$ cat config.mk
export PLATFORM = sky130hd
export DESIGN_NAME = oqpsk_phase_loop
export DESIGN_NICKNAME = d
export VERILOG_FILES = /design/src/rtl/oqpsk_loop_pkg.sv /design/src/rtl/oqpsk_derotator.sv /design/src/rtl/oqpsk_pair_detector.sv /design/src/rtl/oqpsk_pi_nco.sv /design/src/rtl/oqpsk_phase_loop.sv
export SDC_FILE = /design/constraint.sdc
export NUM_CORES = 2
export LEC_CHECK = 0
export BUFFER_PORTS_ARGS = -buffer_cell sky130_fd_sc_hd__buf_2
export CAP_MARGIN = 10
export CELL_PAD_IN_SITES_DETAIL_PLACEMENT = 1
export CELL_PAD_IN_SITES_GLOBAL_PLACEMENT = 2
export CORE_MARGIN = 8
export CORE_UTILIZATION = 43
export CTS_CLUSTER_SIZE = 28
export DETAILED_ROUTE_END_ITERATION = 6
export GPL_TIMING_DRIVEN = 0
export PLACE_DENSITY_LB_ADDON = 0.05
export SLEW_MARGIN = 20
export SYNTH_ARGS = -nofsm -noshare
export SYNTH_HDL_FRONTEND = slang
export SYNTH_SLANG_ARGS = --single-unit
$ cat constraint.sdc
create_clock -name clk -period 32.9 [get_ports clk]
set_input_delay 3.29 -clock clk [delete_from_list [all_inputs] [get_ports clk]]
set_output_delay 3.29 -clock clk [all_outputs]
set_load 0.02 [all_outputs]
$ cat src/rtl/oqpsk_loop_pkg.sv
// Package: shared helpers for the OQPSK phase loop.
// Assumes: table contents are computed once, at elaboration.
package oqpsk_loop_pkg;

    // Rounded trigonometric table entry; sel_sin picks sine over cosine.
    function automatic int trig_entry(input int idx, input int depth,
                                      input int amp, input bit sel_sin);
        real ang;
        real val;
        ang = 2.0 * 3.14159265358979323846 * real'(idx) / real'(depth);
        val = real'(amp) * (sel_sin ? $sin(ang) : $cos(ang));
        if (val >= 0.0) return $rtoi(val + 0.5);
        else            return -$rtoi(0.5 - val);
    endfunction

endpackage

$ cat src/rtl/oqpsk_derotator.sv
// Module: de-rotates one complex sample by the conjugate of a table phasor.
// Assumes: purely combinational. The caller registers the result.
// The output width is wide enough for the largest rotated magnitude.
module oqpsk_derotator #(
    parameter int IN_W   = 12,
    parameter int LUT_AW = 8,
    parameter int LUT_W  = 12,
    parameter int OUT_W  = 13
) (
    input  logic signed [IN_W-1:0]  x_i,
    input  logic signed [IN_W-1:0]  x_q,
    input  logic        [LUT_AW-1:0] idx,
    output logic signed [OUT_W-1:0] y_i,
    output logic signed [OUT_W-1:0] y_q
);
    import oqpsk_loop_pkg::*;

    localparam int LUT_D = 1 << LUT_AW;
    localparam int AMP   = (1 << (LUT_W - 1)) - 1;
    localparam int PW    = IN_W + LUT_W;

    logic signed [LUT_W-1:0] cos_tab [LUT_D];
    logic signed [LUT_W-1:0] sin_tab [LUT_D];

    // One constant cosine and sine entry per table address.
    for (genvar g = 0; g < LUT_D; g++) begin : g_tab
        localparam int CV = trig_entry(g, LUT_D, AMP, 1'b0);
        localparam int SV = trig_entry(g, LUT_D, AMP, 1'b1);
        assign cos_tab[g] = LUT_W'(CV);
        assign sin_tab[g] = LUT_W'(SV);
    end

    logic signed [LUT_W-1:0] c_v, s_v;
    logic signed [PW-1:0]    p_ic, p_qs, p_qc, p_is;
    logic signed [PW:0]      acc_i, acc_q;

    // Complex multiply by (c - js), then a floor shift back to sample scale.
    always_comb begin
        c_v   = cos_tab[idx];
        s_v   = sin_tab[idx];
        p_ic  = PW'(x_i) * PW'(c_v);
        p_qs  = PW'(x_q) * PW'(s_v);
        p_qc  = PW'(x_q) * PW'(c_v);
        p_is  = PW'(x_i) * PW'(s_v);
        acc_i = (PW+1)'(p_ic) + (PW+1)'(p_qs);
        acc_q = (PW+1)'(p_qc) - (PW+1)'(p_is);
        y_i   = OUT_W'(acc_i >>> (LUT_W - 1));
        y_q   = OUT_W'(acc_q >>> (LUT_W - 1));
    end
endmodule

$ cat src/rtl/oqpsk_pair_detector.sv
// Module: commutator and decision-directed phase error detector.
// Assumes: even samples carry I and odd samples carry the delayed Q.
// The even value is held one sample so that it lines up with its odd partner.
module oqpsk_pair_detector #(
    parameter int OUT_W = 13,
    parameter int ERR_W = 15
) (
    input  logic                    clk,
    input  logic                    rst_n,
    input  logic                    in_valid,
    input  logic signed [OUT_W-1:0] y_i,
    input  logic signed [OUT_W-1:0] y_q,
    output logic                    odd_ph,
    output logic                    sym_valid,
    output logic signed [OUT_W-1:0] sym_i,
    output logic signed [OUT_W-1:0] sym_q,
    output logic signed [ERR_W-1:0] err
);
    logic signed [OUT_W-1:0] hold_i;
    logic signed [ERR_W-1:0] q_ext, i_ext, term_a, term_b, err_n;

    // Error from the held I and the current Q, using decision signs.
    always_comb begin
        q_ext  = ERR_W'(y_q);
        i_ext  = ERR_W'(hold_i);
        term_a = hold_i[OUT_W-1] ? -q_ext : q_ext;
        term_b = y_q[OUT_W-1]    ? -i_ext : i_ext;
        err_n  = term_a - term_b;
    end

    // Parity toggle, even-sample hold, and symbol and error capture on odd samples.
    always_ff @(posedge clk) begin
        if (!rst_n) begin
            odd_ph    <= 1'b0;
            hold_i    <= '0;
            sym_valid <= 1'b0;
            sym_i     <= '0;
            sym_q     <= '0;
            err       <= '0;
        end else begin
            sym_valid <= in_valid && odd_ph;
            if (in_valid) begin
                odd_ph <= ~odd_ph;
                if (!odd_ph) begin
                    hold_i <= y_i;
                end else begin
                    sym_i <= hold_i;
                    sym_q <= y_q;
                    err   <= err_n;
                end
            end
        end
    end
endmodule

$ cat src/rtl/oqpsk_pi_nco.sv
// Module: zero-stuffing, proportional-plus-integral filter and phase accumulator.
// Assumes: it runs once per valid sample. The error is consumed on even
// samples and replaced by zero on odd ones. INT_W >= K_W + ERR_W.
module oqpsk_pi_nco #(
    parameter int ERR_W      = 15,
    parameter int K_W        = 8,
    parameter int INT_W      = 24,
    parameter int PH_W       = 16,
    parameter int GAIN_SHIFT = 8
) (
    input  logic                    clk,
    input  logic                    rst_n,
    input  logic                    in_valid,
    input  logic                    odd_ph,
    input  logic signed [ERR_W-1:0] err,
    input  logic signed [K_W-1:0]   k_prop,
    input  logic signed [K_W-1:0]   k_int,
    output logic        [PH_W-1:0]  phase
);
    localparam int PRW = K_W + ERR_W;

    logic signed [ERR_W-1:0] u;
    logic signed [PRW-1:0]   prop, intg_in;
    logic signed [INT_W:0]   ctrl;
    logic signed [INT_W-1:0] integ;
    logic        [PH_W-1:0]  step;

    // Zero insertion, both gain products and the scaled phase step.
    always_comb begin
        u       = odd_ph ? '0 : err;
        prop    = PRW'(k_prop) * PRW'(u);
        intg_in = PRW'(k_int) * PRW'(u);
        ctrl    = (INT_W+1)'(prop) + (INT_W+1)'(integ);
        step    = PH_W'(ctrl >>> GAIN_SHIFT);
    end

    // Integrator and phase accumulator, both wrapping, advanced per valid sample.
    always_ff @(posedge clk) begin
        if (!rst_n) begin
            integ <= '0;
            phase <= '0;
        end else if (in_valid) begin
            integ <= integ + INT_W'(intg_in);
            phase <= phase + step;
        end
    end
endmodule

$ cat src/rtl/oqpsk_phase_loop.sv
// Module: top level of the OQPSK carrier phase recovery loop.
// Assumes: two samples per symbol, marked by in_valid. The first sample
// after reset has even parity. Gains change only while the loop is idle.
module oqpsk_phase_loop #(
    parameter int IN_W       = 12,
    parameter int K_W        = 8,
    parameter int PH_W       = 16,
    parameter int LUT_AW     = 8,
    parameter int LUT_W      = 12,
    parameter int INT_W      = 24,
    parameter int GAIN_SHIFT = 8
) (
    input  logic                   clk,
    input  logic                   rst_n,
    input  logic                   in_valid,
    input  logic signed [IN_W-1:0] in_i,
    input  logic signed [IN_W-1:0] in_q,
    input  logic signed [K_W-1:0]  k_prop,
    input  logic signed [K_W-1:0]  k_int,
    output logic                   sym_valid,
    output logic signed [IN_W:0]   sym_i,
    output logic signed [IN_W:0]   sym_q
);
    localparam int OUT_W = IN_W + 1;
    localparam int ERR_W = OUT_W + 2;

    logic signed [OUT_W-1:0] rot_i, rot_q;
    logic signed [ERR_W-1:0] err;
    logic                    odd_ph;
    logic        [PH_W-1:0]  phase;

    oqpsk_derotator #(
        .IN_W(IN_W), .LUT_AW(LUT_AW), .LUT_W(LUT_W), .OUT_W(OUT_W)
    ) u_rot (
        .x_i(in_i), .x_q(in_q), .idx(phase[PH_W-1 -: LUT_AW]),
        .y_i(rot_i), .y_q(rot_q)
    );

    oqpsk_pair_detector #(
        .OUT_W(OUT_W), .ERR_W(ERR_W)
    ) u_ped (
        .clk(clk), .rst_n(rst_n), .in_valid(in_valid),
        .y_i(rot_i), .y_q(rot_q), .odd_ph(odd_ph),
        .sym_valid(sym_valid), .sym_i(sym_i), .sym_q(sym_q), .err(err)
    );

    oqpsk_pi_nco #(
        .ERR_W(ERR_W), .K_W(K_W), .INT_W(INT_W), .PH_W(PH_W),
        .GAIN_SHIFT(GAIN_SHIFT)
    ) u_nco (
        .clk(clk), .rst_n(rst_n), .in_valid(in_valid), .odd_ph(odd_ph),
        .err(err), .k_prop(k_prop), .k_int(k_int), .phase(phase)
    );
endmodule

==> results_dict.tcl <==
set metrics [dict create \
    viasPerCell 5.44 \
    hold_depth 2 \
    core_area_mm2 0.0935 \
    synth_cell_types 100 \
    arrival_ns 15.89 \
    fmax_ghz 0.0641 \
    cts_buffers 9 \
    ios 70 \
    ctsHoldBuffers 0 \
    netlist_top_cells_count "inv_1 (1,006), fa_1 (880), nand2_1 (628)" \
    initial_core_util_pct 43.4 \
    num_rows 112 \
    cts.sinks 96 \
    routedWlPerCell_um 24.7 \
    ff2ff_path_depth 47 \
    post_cts_buffers 0 \
    overflow 0 \
    synthFlopType "dfxtp_1" \
    tritoncts "built" \
    antenna_found_initial 7 \
    slew_headroom_pct 22.3 \
    skew_ns 0.0277 \
    synth-simple-area-share_pct 16.0 \
    layout.cells.non_filler 5973 \
    status "finished, final reports clean" \
    fp.dieW_um 323 \
    hold_viol_final 0 \
    synthAdderAreaFrac_pct 53.4 \
    async_flop_share_pct 0 \
    reg2reg_from "u_nco.phase[10]" \
    end_kind "flip-flop" \
    cp_max_fo 10 \
    synthCells 4635 \
    worstHoldStart "u_ped.sym_i[12]" \
    portBuffers 67 \
    grt.total_usage_pct 28.9 \
    ys_warn_count 0 \
    cts.path.max_buffers 2 \
    drt_iter0_markers 2188 \
    critPathLaunchType "flip-flop" \
    path_clk_slew_ns 0.07 \
    worstMarginPinSlew_ns 1.17 \
    ys_ff_latch 96 \
    synth_compound_area_share_pct 8.85 \
    ctsResizeCount 0 \
    min_period_ns 15.61 \
    postRouteAntennaNets 0 \
    postRouteWirelength_mm 148 \
    place_inst 5956 \
    finalSetupViolations 0 \
    muxShareOfSynthArea_pct 2.29 \
    fin_crit_sh_pct 47.5 \
    gp_congestion 0.952 \
    holdPathEnd "u_ped.sym_i[12]" \
    grt_max_degree 19 \
    die_area_mm2 0.105 \
    synth_top_cell_by_area "fa_1" \
    synthTopCellsByArea "fa_1 (43%), ha_1 (10%), inv_1 (9.3%), nand2_1 (5.8%), and2_1 (4.8%)" \
    drc_errors 0 \
    hold_class "reg2reg" \
    dp.final_hpwl_mm 124 \
    syn_nets 5883 \
    synth_top_family_by_area "adder cells" \
    rr_endpoint "u_ped.err[11]" \
    layout-area-overhead-vs-synth_pct 5.44 \
    yosysSeqAreaShare_pct 4.73 \
    critPathKind "reg2reg" \
    slew_viol_final 0 \
    layout.nets 5961 \
    cts_root_buf "clkbuf_16" \
    drt_first_pass_iters 5 \
    grt_pass1_vias 35900 \
    crit_path_top_delay_cell "clkbuf_1" \
    netlist_area_mm2 0.0406 \
    tns_ns 0 \
    htree_levels 3 \
    r2r_slack_ns 17.29 \
    insertion_delay_ns 0.41 \
    synth-xor-area-share_pct 3.19 \
    rsz0062_at_grt "false" \
    post-synth-top-count-cell "inv_1" \
    required_ns 33.18 \
    dieHeight_um 323 \
    critPathMaxStageDelay_ns 0.71 \
    grt_pass1_wl_mm 226 \
    postSynthAreaPerCell_um2 8.76 \
    maxCapViolCount 0 \
    drive_above_1_share_pct 3.79 \
    synth_top_area_share_pct 43.4 \
    synth-edff-count 0 \
    num_vias 32500 \
]
-- critical path: cells and delay by family (launching register included) --
family	cells	cell delay, ns
buffers and inverters	12	3.97
muxes	2	0.98
DFF	1	0.61
and+or+nand+nor	5	0.90
adders and majority gates	9	4.52
AOI/OAI and AO/OA	19	4.46
-- metrics by stage --
stage               util, %  hold slack (ns)  setup slack, ns  cell area [um^2]
floorplan                 -            0.437            20.52             40600
global placement       45.5            0.429            17.61             42500
detailed placement     45.5            0.439            17.56             42500
CTS                    45.8            0.455            17.49             42800
global route           45.8            0.482            16.66             42800
finish                 45.8            0.448            17.29             42800
-- state kept, by name, indices dropped and copies added, names as in the netlist --
register / cells
u_nco.integ: 24
u_nco.phase: 16
u_ped.err: 15
u_ped.hold_i: 13
u_ped.odd_ph: 1
u_ped.sym_i: 13
u_ped.sym_q: 13
u_ped.sym_valid: 1
-- cell families after synthesis --
logic type | count (synthesis)
flops | 96
simple gates | 1350
compound gates | 535
buf+inv | 1238
fa+ha+maj | 1205
xor+xnor | 147
mux | 64
-- cells in the final DEF, fill, tap and decap left out, types with 9 or more instances in the layout --
cell,count
a21boi_0,12
a21o_1,36
a21oi_1,122
nor2b_1,66
nand3_1,36
inv_1,1006
xnor2_1,112
dfxtp_1,96
or2_2,25
mux2i_1,37
nor2_1,149
clkbuf_16,9
or3_1,17
a22o_1,27
a311oi_1,10
o211ai_1,16
nand2b_1,40
a31oi_1,22
ha_1,325
fa_1,880
o21bai_1,15
nor3_1,33
buf_2,77
xor2_1,33
o21ai_0,127
o22ai_1,10
and2_1,309
o21ai_1,9
nand2_1,628
and3_1,12
o31ai_1,11
buf_1,27
mux4_2,22
clkbuf_1,190
a211oi_1,17
o21a_1,14
-- final cells by class --
cell class                      instances  area (um^2)
Tap cell                             1254         1570
Clock inverter                          7         66.3
Antenna cell                            1         2.50
Sequential cell                        96         1920
Buffer                                228          876
Timing Repair Buffer                   67          335
Clock buffer                            9          225
Multi-Input combinational cell       3301        34000
Fill cell                           11200        50700
Inverter                             1010         3790
-- worst max path at each step --
| stage | from | depth (start not counted) | to | slack, ns |
|---|---|---|---|---|
| final | u_nco.phase[10] | 47 | u_ped.err[11] | 17.29 |
| after global routing | u_nco.phase[10] | 47 | u_ped.err[11] | 16.66 |
| after CTS | u_nco.phase[10] | 47 | u_ped.err[11] | 17.49 |
| after detailed placement | u_nco.phase[10] | 47 | u_ped.err[11] | 17.56 |
| after global placement | u_nco.phase[10] | 47 | u_ped.err[11] | 17.61 |
| after floorplan | in_i[11] | 36 | u_ped.err[11] | 20.52 |
-- metal layers --
layer	up-vias	wire [um]	track usage [%]	share of wire, %
met4	4	5240	8.56	3.6
li1	14300	-	-	-
met3	245	10200	4.49	6.9
met5	-	27	0	0.018
met2	1050	65400	45.2	44
met1	16900	66700	41.4	45
Power is left out: the tool's default activity adds up to more than one toggle a clock period on the data nets, which glitch-free logic cannot reach.
